### src/rtl/tblx_pkg.sv
package tblx_pkg;

   typedef enum logic [1:0] {
      MODE_HOLD    = 2'b00,
      MODE_POSTINC = 2'b01,
      MODE_POSTDEC = 2'b10,
      MODE_PREINC  = 2'b11
   } tbl_mode_e;

   typedef enum logic [1:0] {
      ST_IDLE   = 2'b00,
      ST_ACCESS = 2'b01,
      ST_RESP   = 2'b10
   } tbl_state_e;

endpackage

### src/rtl/tblx_ptr.sv
module tblx_ptr
   import tblx_pkg::*;
#(
   parameter int PTR_W  = 21,
   parameter int LOAD_W = 8
) (
   input  logic              clk,
   input  logic              rst_n,
   input  logic              accept,
   input  tbl_mode_e         mode,
   input  logic              ld_en,
   input  logic              ld_upper,
   input  logic              ld_high,
   input  logic              ld_low,
   input  logic [LOAD_W-1:0] ld_data,
   output logic [PTR_W-1:0]  ptr_q,
   output logic [PTR_W-1:0]  eff_addr
);
   localparam int UP_W  = PTR_W - 2*LOAD_W;
   localparam int UP_LO = 2*LOAD_W;

   logic [PTR_W-1:0] ptr_inc;
   logic [PTR_W-1:0] ptr_dec;
   logic [UP_W-1:0]  up_piece;

   // Arithmetic is modulo 2^PTR_W by width alone.
   assign ptr_inc  = ptr_q + PTR_W'(1);
   assign ptr_dec  = ptr_q - PTR_W'(1);
   assign eff_addr = (mode == MODE_PREINC) ? ptr_inc : ptr_q;

   generate
      if (UP_W == LOAD_W) begin : g_up_full
         assign up_piece = ld_data;
      end else begin : g_up_part
         assign up_piece = ld_data[UP_W-1:0];
      end
   endgenerate

   always_ff @(posedge clk) begin
      if (!rst_n) begin
         ptr_q <= '0;
      end else if (accept) begin
         unique case (mode)
            MODE_HOLD:    ptr_q <= ptr_q;
            MODE_POSTDEC: ptr_q <= ptr_dec;
            default:      ptr_q <= ptr_inc;
         endcase
      end else if (ld_en) begin
         if (ld_upper) ptr_q[PTR_W-1:UP_LO]      <= up_piece;
         if (ld_high)  ptr_q[UP_LO-1:LOAD_W]     <= ld_data;
         if (ld_low)   ptr_q[LOAD_W-1:0]         <= ld_data;
      end
   end
endmodule

### src/rtl/tblx_seq.sv
module tblx_seq
   import tblx_pkg::*;
#(
   parameter int PTR_W = 21
) (
   input  logic             clk,
   input  logic             rst_n,
   input  logic             req_valid,
   input  logic             req_write,
   input  logic [PTR_W-1:0] eff_addr,
   output logic             accept,
   output logic             idle,
   output logic             capture,
   output logic             busy,
   output logic             done,
   output logic [PTR_W-1:0] mem_addr,
   output logic             mem_rd,
   output logic             mem_wr
);
   tbl_state_e state_q;
   logic       is_wr_q;

   assign idle    = (state_q == ST_IDLE);
   assign accept  = idle && req_valid;
   assign busy    = !idle;
   assign capture = (state_q == ST_RESP);
   assign mem_rd  = (state_q == ST_ACCESS) && !is_wr_q;
   assign mem_wr  = (state_q == ST_ACCESS) &&  is_wr_q;

   always_ff @(posedge clk) begin
      if (!rst_n) begin
         state_q  <= ST_IDLE;
         is_wr_q  <= 1'b0;
         mem_addr <= '0;
         done     <= 1'b0;
      end else begin
         done <= 1'b0;
         unique case (state_q)
            ST_IDLE: begin
               if (req_valid) begin
                  mem_addr <= eff_addr;
                  is_wr_q  <= req_write;
                  state_q  <= ST_ACCESS;
               end
            end
            ST_ACCESS: begin
               if (is_wr_q) begin
                  state_q <= ST_IDLE;
                  done    <= 1'b1;
               end else begin
                  state_q <= ST_RESP;
               end
            end
            default: begin
               state_q <= ST_IDLE;
               done    <= 1'b1;
            end
         endcase
      end
   end
endmodule

### src/rtl/tblx_latch.sv
module tblx_latch #(
   parameter int DATA_W = 8
) (
   input  logic              clk,
   input  logic              rst_n,
   input  logic              capture,
   input  logic [DATA_W-1:0] rdata,
   input  logic              ld_en,
   input  logic              ld,
   input  logic [DATA_W-1:0] ld_data,
   output logic [DATA_W-1:0] lat_q
);
   always_ff @(posedge clk) begin
      if (!rst_n)             lat_q <= '0;
      else if (capture)       lat_q <= rdata;
      else if (ld_en && ld)   lat_q <= ld_data;
   end
endmodule

### src/rtl/tblx_unit.sv
module tblx_unit
   import tblx_pkg::*;
#(
   parameter int PTR_W  = 21,
   parameter int DATA_W = 8
) (
   input  logic              clk,
   input  logic              rst_n,
   input  logic              req_valid,
   input  logic              req_write,
   input  logic [1:0]        req_mode,
   input  logic              ptr_ld_upper,
   input  logic              ptr_ld_high,
   input  logic              ptr_ld_low,
   input  logic [DATA_W-1:0] ptr_ld_data,
   output logic [PTR_W-1:0]  ptr_q,
   input  logic              lat_ld,
   input  logic [DATA_W-1:0] lat_ld_data,
   output logic [DATA_W-1:0] lat_q,
   output logic              busy,
   output logic              done,
   output logic [PTR_W-1:0]  mem_addr,
   output logic              mem_rd,
   output logic              mem_wr,
   output logic [DATA_W-1:0] mem_wdata,
   input  logic [DATA_W-1:0] mem_rdata
);
   generate
      if (PTR_W <= 2*DATA_W || PTR_W > 3*DATA_W) begin : g_bad_ptr_w
         $error("tblx_unit: PTR_W must fit in three load pieces with a non-empty top piece");
      end
   endgenerate

   logic             accept;
   logic             idle;
   logic             capture;
   logic             ld_en;
   logic [PTR_W-1:0] eff_addr;

   // Loads only land in idle cycles that carry no request.
   assign ld_en     = idle && !req_valid;
   assign mem_wdata = lat_q;

   tblx_ptr #(.PTR_W(PTR_W), .LOAD_W(DATA_W)) u_ptr (
      .clk      (clk),
      .rst_n    (rst_n),
      .accept   (accept),
      .mode     (tbl_mode_e'(req_mode)),
      .ld_en    (ld_en),
      .ld_upper (ptr_ld_upper),
      .ld_high  (ptr_ld_high),
      .ld_low   (ptr_ld_low),
      .ld_data  (ptr_ld_data),
      .ptr_q    (ptr_q),
      .eff_addr (eff_addr)
   );

   tblx_seq #(.PTR_W(PTR_W)) u_seq (
      .clk       (clk),
      .rst_n     (rst_n),
      .req_valid (req_valid),
      .req_write (req_write),
      .eff_addr  (eff_addr),
      .accept    (accept),
      .idle      (idle),
      .capture   (capture),
      .busy      (busy),
      .done      (done),
      .mem_addr  (mem_addr),
      .mem_rd    (mem_rd),
      .mem_wr    (mem_wr)
   );

   tblx_latch #(.DATA_W(DATA_W)) u_latch (
      .clk     (clk),
      .rst_n   (rst_n),
      .capture (capture),
      .rdata   (mem_rdata),
      .ld_en   (ld_en),
      .ld      (lat_ld),
      .ld_data (lat_ld_data),
      .lat_q   (lat_q)
   );
endmodule

### config.mk
export PLATFORM = sky130hd
export DESIGN_NAME = tblx_unit
export DESIGN_NICKNAME = d
export VERILOG_FILES = /design/src/rtl/tblx_pkg.sv /design/src/rtl/tblx_ptr.sv /design/src/rtl/tblx_seq.sv /design/src/rtl/tblx_latch.sv /design/src/rtl/tblx_unit.sv
export SDC_FILE = /design/constraint.sdc
export NUM_CORES = 1
export LEC_CHECK = 0
export ABC_AREA = 1
export BUFFER_PORTS_ARGS = -buffer_cell sky130_fd_sc_hd__clkbuf_2
export CORE_ASPECT_RATIO = 0.7
export CORE_MARGIN = 1.5
export CORE_UTILIZATION = 47
export CTS_CLUSTER_DIAMETER = 40
export DETAILED_ROUTE_END_ITERATION = 10
export GPL_TIMING_DRIVEN = 0
export PLACE_DENSITY = 0.71
export SYNTH_ARGS = -nofsm -noshare
export SYNTH_HDL_FRONTEND = slang
export SYNTH_HIERARCHICAL = 1
export SYNTH_SLANG_ARGS = --single-unit
### constraint.sdc
create_clock -name clk -period 4.3 [get_ports clk]
set_input_delay 0.215 -clock clk [delete_from_list [all_inputs] [get_ports clk]]
set_output_delay 0.215 -clock clk [all_outputs]
set_load 0.01 [all_outputs]
### After elaboration in Yosys (flattened, before gate mapping)

Cells that the tools add are included.

| storage, ports and cells | value |
|---|---|
| bits in registers | 54 |
| word-level logic and storage cells | 49 |

| operators by class | value |
|---|---|
| add/sub/neg operators | 2 |
| eq/ne operators | 6 |
| muxes and demuxes | 14 |
| reduce and logical (&&, ||, !) cells | 19 |

Operators by type and width:

| operator | count |
|---|---|
| two-way mux 21 bit | 3 |
| case mux 21 bit (2 select lines) | 1 |
| two-way mux 8 bit | 4 |
| adder 21 x 1 -> 21 bit (second input constant) | 1 |
| subtractor 21 x 1 -> 21 bit (second input constant) | 1 |
| nonzero test 2 bit | 5 |
| AND reduction 3 bit | 3 |
| equality test 2 bit (second input constant) | 3 |
| logical AND 1 bit | 5 |
| two-way mux 5 bit | 1 |
| logical NOT 2 bit | 2 |
| two-way mux 2 bit | 2 |
| != test 2 bit (second input constant) | 2 |
| case mux 2 bit (2 select lines) | 1 |
| logical NOT 1 bit | 3 |
| equality test 2 x 1 -> 1 bit (second input constant) | 1 |
| case mux 1 bit (2 select lines) | 1 |
| AND reduction 2 bit | 1 |
| two-way mux 1 bit | 1 |

### Depth between registers and ports, before layout

| logic depth | value |
|---|---|
| depth in word-level cells | 5 |
| mapped depth | 13 |
| mapped depth without buffers | 11 |

### Hierarchy

Netlist, hierarchy kept.

By module, submodules not included:

| module | times used | cells an instance | area an instance (um2) |
|---|---|---|---|
| tblx_ptr | 1 | 437 | 2687.6 |
| tblx_seq | 1 | 162 | 1112.3 |
| tblx_latch | 1 | 78 | 459.2 |
| tblx_unit | 1 | 10 | 70.1 |

### Least setup slack after synthesis

OpenSTA, ideal clock, no wires.

| path | value |
|---|---|
| path kind | reg2reg |
| start point | register u_seq.state_q[0] |
| end point | register u_ptr.ptr_q[1] |
| setup time | 118 ps |
| data arrival time | 1616 ps |
| required time | 4182 ps |
| slack | 2566 ps |
| cell stages (with the launch flop) | 14 |
| buffers on the path | 4 |
| period minus slack after synthesis | 1734 ps |
| path through | dfxtp_1 nor2_2 buf_6 buf_6 nand2_1 inv_1 buf_4 nor2_2 nor2_4 o21ai_2 inv_2 buf_4 o21ai_0 nor2_1 |

| on the way | value |
|---|---|
| longest elaborated chain between the ends | 4 |
| elaborated cells on any way between the ends | 8 |

Ends and longest elaborated chain:

| item | line | text |
|---|---|---|
| start: declaration | tblx_seq.sv:20 | `tbl_state_e state_q;` |
| start signal: assignment | tblx_seq.sv:32 | `state_q <= ST_IDLE;` |
| start signal: assignment | tblx_seq.sv:43 | `state_q <= ST_ACCESS;` |
| start signal: assignment | tblx_seq.sv:48 | `state_q <= ST_IDLE;` |
| logical NOT 2 bit * | tblx_seq.sv:23 | `assign idle = (state_q == ST_IDLE);` |
| named net idle | tblx_unit.sv:35 | `logic idle;` |
| logical AND 1 bit * | tblx_seq.sv:24 | `assign accept = idle && req_valid;` |
| named net accept | tblx_unit.sv:34 | `logic accept;` |
| != test 2 bit (no source line) or nonzero test 2 bit (tied branches) | -- |  |
| AND reduction 3 bit (no source line) | -- |  |
| end signal: indexed assignment | tblx_ptr.sv:49 | `if (ld_upper) ptr_q[PTR_W-1:UP_LO] <= up_piece;` |
| end signal: indexed assignment | tblx_ptr.sv:50 | `if (ld_high) ptr_q[UP_LO-1:LOAD_W] <= ld_data;` |
| end signal: indexed assignment | tblx_ptr.sv:51 | `if (ld_low) ptr_q[LOAD_W-1:0] <= ld_data;` |
| end: declaration | tblx_ptr.sv:16 | `output logic [PTR_W-1:0] ptr_q,` |

Mark *: on every way through the listed nets, which the timed path passes. The rest lies on a longest branch.
A chain may end at the register's enable or synchronous reset.

### Final worst setup path

| path | value |
|---|---|
| start point | register u_seq.state_q[1] |
| end point | register u_ptr.ptr_q[19] |

The elaborated chain is that of the path after synthesis.

==> metrics.csv <==
stage;metric;value;unit
cts;clock slew at reported path FFs;0.08;ns
yosys;Syn Nets;723;
critical_path;Crit path top cell by count;inv_1;
critical_path;Slowest cell on crit path;dfxtp_1;
critical_path;RR Startpoint;u_seq/state_q[1];
cts;Clock Latency Late Sink;0.31;ns
critical_path;CP delay by family, top;buffers and inverters;
cts;CTS tree;yes;
yosys;Yosys top cell by area;dfxtp_1;
placed_design;worst slack at placement;2.01;ns
cts;clk sinks;54;
placed_design;Area after DPL;0.00496;mm^2
global_route;Total Routing Usage GR;0.299;
sta;endpoints failing hold;0;
floorplanning;Initial Util;0.481;
critical_path;reg2reg setup slack;1.94;ns
sta;Final period util;0.548;
sta;clk_skew;0.0113;ns
yosys;area share of and/or/nand/nor cells after synthesis;0.415;
floorplanning;num rows;29;
critical_path;Setup CP Type;flip-flop to flip-flop;
pwr;PD cells;336;mW/mm^2
global_route;grt total ovfl;0;
sta;relative slew slack;0.532;
yosys;mux cell area share after synthesis;0;
cells_and_area;Final Non-Filler Cells;914;
sta;final max-slew violation count;0;
critical_path;WP data required;4.50;ns
critical_path;Worst EP arrival;2.55;ns
global_route;vias in the first global route;4331;
job;Max Cap Violations;0;
floorplanning;Placeable Area;0.00900;mm^2
cts;post-CTS setup buffers;0;
pwr;Seq pwr share;0.344;
outcome;status;complete, no violations;
cells_and_area;post-route cell area;0.00511;mm^2
critical_path;Reg2Reg Depth;12;
yosys;Synth warnings;6;
yosys;Async S/R FF share, synth;0;
cts;# resized after CTS;0;
pwr;NetSw;696;uW
cells_and_area;fraction of layout cells with a size suffix above 1;0.271;
pwr;total power;1.72;mW
yosys;EDFF count, synth;0;
cts;CTS Buffer Depth;2;
routing;post-route ant nets;0;
cts;CTS Buf Count;5;
yosys;sequential area share after synthesis;0.250;
sta;worst slew pin tran;0.702;ns
sta;min Tclk post-route;2.36;ns
floorplanning;DIE WIDTH;118;um
sta;WHS;0.208;ns
cts;root buf cell;clkbuf_16;
pwr;Clock Power Share;0.252;
yosys;Avg Cell Area, Syn;6.30;um^2
sta;Setup TNS Final;0;ns
routing;vias per cell;5.31;
yosys;Mapped Cells;687;
pwr;Lkg Pwr;2.44;nW
global_route;largest net degree at the start of global routing;20;
routing;final wirelength;14.3;mm
hold_path;Hold Path Sink;u_ptr/ptr_q[4];
critical_path;FF-to-FF End;u_ptr/ptr_q[19];
cells_and_area;Layout area overhead;18.1;%
critical_path;crit path cell chain;nor2_2, buf_6, buf_6, nand2_1, inv_1, inv_1, nor3_2, nor2_4, o21ai_2, inv_1, o21ai_0, a21oi_2;
floorplanning;die height;83.3;um
yosys;Synth Area in Compound Gates;0.143;
placed_design;post-DP HPWL;11.2;mm
yosys;top cells by area, synth;dfxtp_1 (25%), nand2_1 (12%), nor2_1 (9.2%), nand3_1 (8.6%), inv_1 (5.7%);
floorplanning;I/O pin total;96;
routing;DR WL/cell;15.7;um
cells_and_area;fill count;938;
cells_and_area;nets@finish;825;
critical_path;crit path capture type;flip-flop;
hold_path;WHS Path Cells;3;
placed_design;placed insts;906;
sta;Fmax;0.425;GHz
yosys;Top FF cell, synth;dfxtp_1;
global_route;global-route wire length before repair;23.1;mm
floorplanning;Die ar.;0.00980;mm^2
critical_path;crit path launch type;flip-flop;
pwr;Combinational Power Share;0.404;
cts;H-Tree Depth;2;
hold_path;Worst Hold Launch;ptr_ld_data[4];
sta;Final WS setup;1.94;ns
yosys;mapped cell area;0.00433;mm^2
yosys;XOR/XNOR share of the synthesized area;0.0321;
routing;1st-iter DRT viols;467;
pwr;switching part of the total;0.405;
cells_and_area;Core Util, Final;0.568;
critical_path;CP peak stage delay;0.34;ns
routing;TritonRoute pass-1 iters;5;
yosys;area share of the largest cell type after synthesis;0.250;
placed_design;IO Port Bufs;95;
yosys;Synth Register Bits;54;
critical_path;worst path bufs/invs;5;
yosys;main combinational cell family by area after synthesis;simple AND/OR/NAND/NOR gates;
sta;setup violators final;0;
sta;RSZ-0062 raised after global routing;no;
critical_path;worst-path fanout max;10;
routing;Via Count;4851;
pwr;worst vdd rail ir drop;0.000173;V
yosys;post-synthesis cell type count;37;
hold_path;HP Class;primary input to flip-flop;
cts;Hold Buf Count CTS;0;
routing;drc violations;0;
placed_design;Final GP Congestion;0.983;
global_route;initial antenna violation count;0;
cells_and_area;ant diodes;0;
pwr;cell-internal power;1.02;mW
yosys;Post-Synth Adder-Cell Area;0.00578;
==> logic make-up (layout without fill, tap and decap cells) <==
kind of cell             Yosys count  in the layout
XOR/XNOR                          15             15
flip-flops                        54             54
AND/OR/NAND/NOR                  379            379
AO/OA/AOI/OAI                    110            110
adder cells (fa/ha/maj)            2              2
buffers and inverters            127            230
==> worst register-to-register path, delay by kind of cell (launching register included) <==
family,cells,cell delay [ns]
buf+inv,5,0.88
simple gates,4,0.52
compound gates,3,0.51
flops,1,0.34
==> how the worst max path moves through the flow <==
stage | depth (start not counted) | start | end
2_1_floorplan | 13 | u_seq/state_q[0] | u_ptr/ptr_q[1]
3_3_place_gp | 12 | req_valid | u_ptr/ptr_q[17]
3_5_place_dp | 12 | req_valid | u_ptr/ptr_q[19]
4_1_cts | 12 | u_seq/state_q[1] | u_ptr/ptr_q[18]
5_1_grt | 12 | u_seq/state_q[1] | u_ptr/ptr_q[18]
6_report | 12 | u_seq/state_q[1] | u_ptr/ptr_q[19]
==> area by class of cell <==
type,count,area [um^2],share of cell area
timing repair buffer,95,475,0.0930
multi-input combinational,506,2580,0.505
tap,124,155,0.0303
clock inverter,3,28.8,0.00563
buffer,52,379,0.0741
inverter,75,288,0.0563
clock buffer,5,125,0.0245
sequential,54,1080,0.211
==> routing by layer <==
layer / share of wire / GRT usage
met1: 0.49 / 0.452
met2: 0.40 / 0.431
met3: 0.091 / 0.0598
met4: 0.020 / 0.0732
met5: 0 / 0
==> power by group through the flow <==
stage | clock network (mW) | logic [mW] | registers (mW)
floorplan | 0 | 0.461 | 0.619
global placement | 0 | 0.677 | 0.602
detailed placement | 0 | 0.681 | 0.604
CTS | 0.445 | 0.685 | 0.592
global route | 0.461 | 0.766 | 0.600
finish | 0.433 | 0.694 | 0.592
==> Yosys cell counts, types with 7 or more instances <==
library cell / number
a21oi_1: 38
a21oi_2: 7
a31oi_1: 14
buf_2: 14
buf_4: 16
buf_6: 14
dfxtp_1: 54
inv_1: 66
nand2_1: 139
nand2_2: 11
nand3_1: 74
nand4_1: 9
nor2_1: 106
nor2_2: 15
nor2_4: 8
o21ai_0: 27
o21ai_1: 16
xor2_1: 12
==> cell usage in the layout (no fill, tap or decap), types with 7 or more instances in the layout <==
cell      instances
clkbuf_2         96
dfxtp_1          54
nand4_1           9
a21oi_1          38
buf_4            16
a31oi_1          14
xor2_1           12
nand3_1          74
a21oi_2           7
inv_1            66
nor2_1          106
o21ai_1          16
o21ai_0          27
buf_6            14
buf_2            14
nor2_2           15
nor2_4            8
nand2_1         139
nand2_2          11
==> registers in the layout (all words and copies together), names as in the netlist <==
register	flops
u_seq/done	1
u_seq/mem_addr	21
u_seq/is_wr_q	1
u_seq/state_q	2
u_ptr/ptr_q	21
u_latch/lat_q	8
Note: power is estimated with default switching activity, not from simulation.
